### src/rtl/mem_slot_unit.sv
module mem_slot_unit #(
  parameter int DATA_W = 32,
  parameter int RSEL_W = 6,
  parameter int DISP_W = 12,
  parameter int OP_W   = 4
) (
  input  logic              clk,
  input  logic              rst_n,
  input  logic [OP_W-1:0]   ins_op,
  input  logic [RSEL_W-1:0] ins_dreg,
  input  logic [RSEL_W-1:0] ins_xreg,
  input  logic [DISP_W-1:0] ins_disp,
  output logic [RSEL_W-1:0] rf_xsel,
  output logic [RSEL_W-1:0] rf_dsel,
  input  logic [DATA_W-1:0] rf_xval,
  input  logic [DATA_W-1:0] rf_dval,
  output logic [DATA_W-1:0] mem_addr,
  output logic              mem_rd,
  output logic              mem_wr,
  output logic [DATA_W-1:0] mem_wdata,
  input  logic [DATA_W-1:0] mem_rdata,
  output logic              wb_valid,
  output logic [RSEL_W-1:0] wb_reg,
  output logic [DATA_W-1:0] wb_data
);

  localparam int IMM_W = RSEL_W + DISP_W;
  localparam logic [OP_W-1:0] OP_LOAD  = OP_W'(1);
  localparam logic [OP_W-1:0] OP_STORE = OP_W'(2);
  localparam logic [OP_W-1:0] OP_LADDR = OP_W'(3);
  localparam logic [OP_W-1:0] OP_LCONS = OP_W'(4);

  logic              is_load, is_store, is_laddr, is_lcons;
  logic [DATA_W-1:0] eff_addr, const_val;
  logic              wb_valid_q, load_q;
  logic [RSEL_W-1:0] wb_reg_q;
  logic [DATA_W-1:0] held_q;

  assign is_load  = (ins_op == OP_LOAD);
  assign is_store = (ins_op == OP_STORE);
  assign is_laddr = (ins_op == OP_LADDR);
  assign is_lcons = (ins_op == OP_LCONS);

  assign rf_xsel = ins_xreg;
  assign rf_dsel = ins_dreg;

  assign eff_addr  = rf_xval + {{(DATA_W-DISP_W){ins_disp[DISP_W-1]}}, ins_disp};
  assign const_val = {{(DATA_W-IMM_W){1'b0}}, ins_xreg, ins_disp};

  assign mem_addr  = eff_addr;
  assign mem_rd    = rst_n & is_load;
  assign mem_wr    = rst_n & is_store;
  assign mem_wdata = rf_dval;

  always_ff @(posedge clk or negedge rst_n) begin
    if (!rst_n) begin
      wb_valid_q <= 1'b0;
      load_q     <= 1'b0;
      wb_reg_q   <= '0;
      held_q     <= '0;
    end else begin
      wb_valid_q <= is_load | is_laddr | is_lcons;
      load_q     <= is_load;
      wb_reg_q   <= ins_dreg;
      held_q     <= is_laddr ? eff_addr : const_val;
    end
  end

  assign wb_valid = wb_valid_q;
  assign wb_reg   = wb_reg_q;
  assign wb_data  = load_q ? mem_rdata : held_q;

  assert_strobe_excl_R4: assert property (@(posedge clk) disable iff (!rst_n)
    !(mem_rd && mem_wr));

  assert_load_wb_R3: assert property (@(posedge clk) disable iff (!rst_n)
    mem_rd |=> (wb_valid && wb_reg == $past(ins_dreg) && wb_data == mem_rdata));

  assert_store_nowb_R4: assert property (@(posedge clk) disable iff (!rst_n)
    mem_wr |=> !wb_valid);

  assert_laddr_wb_R5: assert property (@(posedge clk) disable iff (!rst_n)
    (ins_op == OP_LADDR) |=> (wb_valid && wb_data == $past(mem_addr)));

  assert_lcons_wb_R6: assert property (@(posedge clk) disable iff (!rst_n)
    (ins_op == OP_LCONS) |=>
      (wb_valid && wb_data == {{(DATA_W-IMM_W){1'b0}}, $past(ins_xreg), $past(ins_disp)}));

  assert_idle_R7: assert property (@(posedge clk) disable iff (!rst_n)
    (ins_op == '0 || ins_op > OP_LCONS) |-> (!mem_rd && !mem_wr) ##1 !wb_valid);

endmodule

### config.mk
export PLATFORM = sky130hd
export DESIGN_NAME = mem_slot_unit
export DESIGN_NICKNAME = d
export VERILOG_FILES = /design/src/rtl/mem_slot_unit.sv
export SDC_FILE = /design/constraint.sdc
export NUM_CORES = 1
export LEC_CHECK = 0
export ABC_CLOCK_PERIOD_IN_PS = 5050
export BUFFER_PORTS_ARGS = -buffer_cell sky130_fd_sc_hd__buf_2
export CORE_ASPECT_RATIO = 1.75
export CORE_MARGIN = 4
export CORE_UTILIZATION = 44
export DETAILED_ROUTE_END_ITERATION = 12
export HOLD_SLACK_MARGIN = 0.06
export PLACE_DENSITY = 0.83
export SYNTH_ARGS = -nofsm -noshare
export SYNTH_HDL_FRONTEND = slang
export SYNTH_SLANG_ARGS = --single-unit
### constraint.sdc
create_clock -name clk -period 5.05 [get_ports clk]
set_input_delay 1.01 -clock clk [delete_from_list [all_inputs] [get_ports clk]]
set_output_delay 1.01 -clock clk [all_outputs]
set_load 0.02 [all_outputs]
Word level (Yosys, flattened, before mapping)

Index checks and enable logic that the tools add are counted.

Register bits after elaboration: 40
Output and inout port bits: 117
Word-level logic and storage cells: 15

Add/sub/neg operators: 1
Eq/ne operators: 4
Muxes and demuxes: 2
Bitwise operators: 4

Operators with widths:

| kind               | count |
|---|---|
| $mux 32            | 2 |
| $add 32x32->32     | 1 |
| $eq 4x2->1 const B | 2 |
| $eq 4x1->1 const B | 1 |
| $eq 4x3->1 const B | 1 |
| $and 1x1->1        | 2 |
| $or 1x1->1         | 2 |

Depth between registers and ports, before layout

Depth in word-level cells: 3
Depth in mapped cells: 10

Least setup slack after synthesis

Ideal clock, no wire load.

Path kind: input to output
From: input port ins_disp[0]
To: output port mem_addr[24]
Data arrival time: 3.498 ns
Path slack: 0.542 ns
Cell stages on the path: 10
Buffers on the path: 0
Path through: ha_1 fa_1 a21o_1 a221oi_2 nor4_4 o21a_2 a21boi_2 o311a_4 mux2i_1 a211oi_1

Longest elaborated chain between the ends: 1

Ends and longest elaborated chain:

| element        | RTL line | RTL |
|---|---|---|
| from (decl)    | 12       | `input logic [DISP_W-1:0] ins_disp,` |
| $add 32x32->32 | 47       | `assign eff_addr = rf_xval + {{(DATA_W-DISP_W){ins_disp[DISP_W-1]}}, ins_disp};` |
| to (decl)      | 17       | `output logic [DATA_W-1:0] mem_addr,` |

No other way between the ends.

Final worst setup path

Ends and elaborated chain as after synthesis.

==> flow_summary.toml <==
[outcome]
status = "completed"

[timing]
finalCritPeriodShare = 0.968
setup_tns_ps = 0
rsz0062_at_grt = "false"
worstMarginPinSlew_ps = 798
whs_ps = 593
final.min_clock_period_ps = 4890
max_slew_margin = 0.467
hold_viol = 0
drv_slew = 0
final-setup-viol-count = 0
fin_ws_ps = 160
max_freq_mhz = 204

[critical_path]
critPathMostFrequentCell = "buf_2"
crit_path_top_delay_cell = "a211oi_1"
endpoint_kind = "output port"
crit_chain = "buf_2 > ha_1 > fa_1 > a21o_1 > a221oi_2 > nor4_4 > o21a_2 > a21boi_2 > o311a_4 > mux2i_1 > a211oi_1 > buf_2"
critPathLaunch = "ins_disp[0]"
cp_slowest_stage_delay_ps = 440
start_kind = "primary input"
critPathArrivalTime_ps = 3880
path_max_fanout = 6
crit_type = "primary input to output port"
required_ps = 4040

[final_layout]
synthToLayoutAreaGrowth_pct = 21.5
final_cell_area_mm2 = 0.00463
largest_register_ffs = 32
antenna_cells = 0
nets = 708
layout-drive-gt1-share = 0.441

[synthesis]
syn_nets = 579
synthFlopType = "dfrtp_1"
synth_area_mm2 = 0.00381
synthCells = 421
yosysSeqAreaShare = 0.263
ys_types = 53
avgSynthCellArea_um2 = 9.05
yosysWarnings = 0
synth_edf_count = 0
synth-seq-cells = 40
async_reset_ff_frac = 1.00

[global_routing]
antenna_found_initial = 0
grt_usage = 0.212
first_global_vias = 3512
grt_first_pass_wirelength_um = 16900
grt_overflow = 0
grt_max_degree = 34

[clock_network]
cts_tree = "yes"
clkSinkCount = 40
cts_resized = 0
cts_hold_buf = 0
cts_root_buffer = "clkbuf_16"
clkTransAtPathRegs_ps = 60
post_cts_buffers = 0
cts_buffers = 5
htree_levels = 2
clockBufferDepth = 2

[routing]
antenna_left = 0
wire_per_inst_um = 17.0
viasPerCell = 5.31
num_vias = 3539
first_pass_iters = 4
drc = 0
drt-total-wl_um = 11300
first_iter_violations = 102

[run]
maxCapViolations = 0

[floorplanning]
start_util = 0.455
core_region_area_mm2 = 0.00837
die_w_um = 78.3
die_area_mm2 = 0.0103
die_h_um = 131
io_pins = 243
rows = 44

[placed_design]
hpwl_um = 9520
port_buffers = 178
place_area_mm2 = 0.00448
gp_congestion = 0.921
post-place-ws_ps = 244

[power_and_ir_drop]
peakVddDrop_v = 0.000145
power_mw = 1.20
powerDensity_mw_per_mm2 = 259
leakage_nw = 2.46

[min_path]
hold_path.class = "primary input to async pin"
routing by layer:
layer / vias to the layer above / global-route usage / wire length (um) / part of all wire
met5: - / 0 / 0 / 0
met4: 0 / 0.141 / 580 / 0.051
met3: 56 / 0.0308 / 647 / 0.057
met2: 127 / 0.401 / 6130 / 0.54
met1: 1658 / 0.213 / 3940 / 0.35
li1: 1698 / - / - / -
cell type report:
class                   instances  area (um^2)
clock inverters                 1         7.51
well taps                     115          144
flip-flops and latches         40         1000
repair buffers                181          913
inverters                      10         37.5
clock buffers                   7          143
multi-input cells             312         2380
fillers                       795         3740
layout by cell type, fill, tap and decap left out, types with 4 or more instances in the layout:
cell type / n
mux2_2: 39
dfrtp_1: 40
nor2_1: 23
clkbuf_16: 5
a21o_1: 17
and2_1: 10
nand2_1: 52
a31oi_1: 5
xor2_1: 10
and3_1: 6
o21ai_0: 10
ha_1: 31
nand2b_1: 4
inv_1: 10
o21bai_1: 5
mux2i_1: 6
buf_2: 178
xnor2_1: 18
a21oi_1: 27
cell usage after synthesis (2+ instances only):
library cell / instances / area (um^2)
a211oi_1: 3 / 22.5
a211oi_2: 2 / 25.0
a21o_1: 17 / 128
a21oi_1: 27 / 135
a221oi_2: 2 / 30.0
a31o_2: 2 / 17.5
a31oi_1: 5 / 31.3
and2_1: 10 / 62.6
and3_1: 6 / 37.5
and4_1: 2 / 17.5
buf_1: 6 / 22.5
buf_4: 44 / 330
clkbuf_1: 9 / 33.8
dfrtp_1: 40 / 1000
ha_1: 31 / 388
inv_1: 10 / 37.5
mux2_2: 39 / 439
mux2i_1: 6 / 60.1
nand2_1: 52 / 195
nand2b_1: 4 / 25.0
nand3_1: 3 / 15.0
nand4_1: 2 / 12.5
nor2_1: 23 / 86.3
nor3_1: 2 / 10.0
o211ai_1: 2 / 15.0
o21a_1: 3 / 22.5
o21ai_0: 10 / 50.1
o21bai_1: 5 / 37.5
o31ai_1: 3 / 22.5
or3_1: 2 / 12.5
xnor2_1: 18 / 158
xor2_1: 10 / 87.6
path summary, 6_finish.rpt:
check,end,slack (ps),cells past startpoint
max in group asynchronous,held_q[4],3760,2
min in group clk,wb_reg[3],850,1
hold / removal,held_q[25],590,1
setup / recovery,mem_addr[24],160,12
worst max-delay path: cells and delay by family:
kind | cells | cell delay (ps)
and+or+nand+nor | 1 | 60
AOI/OAI and AO/OA | 6 | 1680
buffers and inverters | 2 | 370
adders and majority gates | 2 | 630
muxes | 1 | 120
cell families (layout without fill, tap and decap cells):
kind of cell               Yosys count  after routing  share of synthesized area
buffers and inverters               69            199                      0.111
muxes                               45             45                      0.131
adders and majority gates           32             32                      0.107
AOI/OAI and AO/OA                   93             93                      0.180
xor gates and xnor gates            28             28                     0.0644
DFF                                 40             40                      0.263
and+or+nand+nor                    114            114                      0.144
power breakdown:
part / internal [mW] / total [mW] / leakage, nW / switching, mW
Combinational: 0.205 / 0.540 / 1.89 / 0.335
Clock: 0.197 / 0.317 / 0.0701 / 0.121
Sequential: 0.337 / 0.342 / 0.501 / 0.00492
Total: 0.738 / 1.20 / 2.46 / 0.461
through the flow:
| stage | utilization | instances |
|---|---|---|
| after CTS | 0.553 | 666 |
| after floorplan | - | 421 |
| after global placement | 0.535 | 658 |
| final | 0.553 | 666 |
| after detailed placement | 0.535 | 658 |
| after global routing | 0.553 | 666 |
Note: power is estimated with default switching activity, not from simulation.
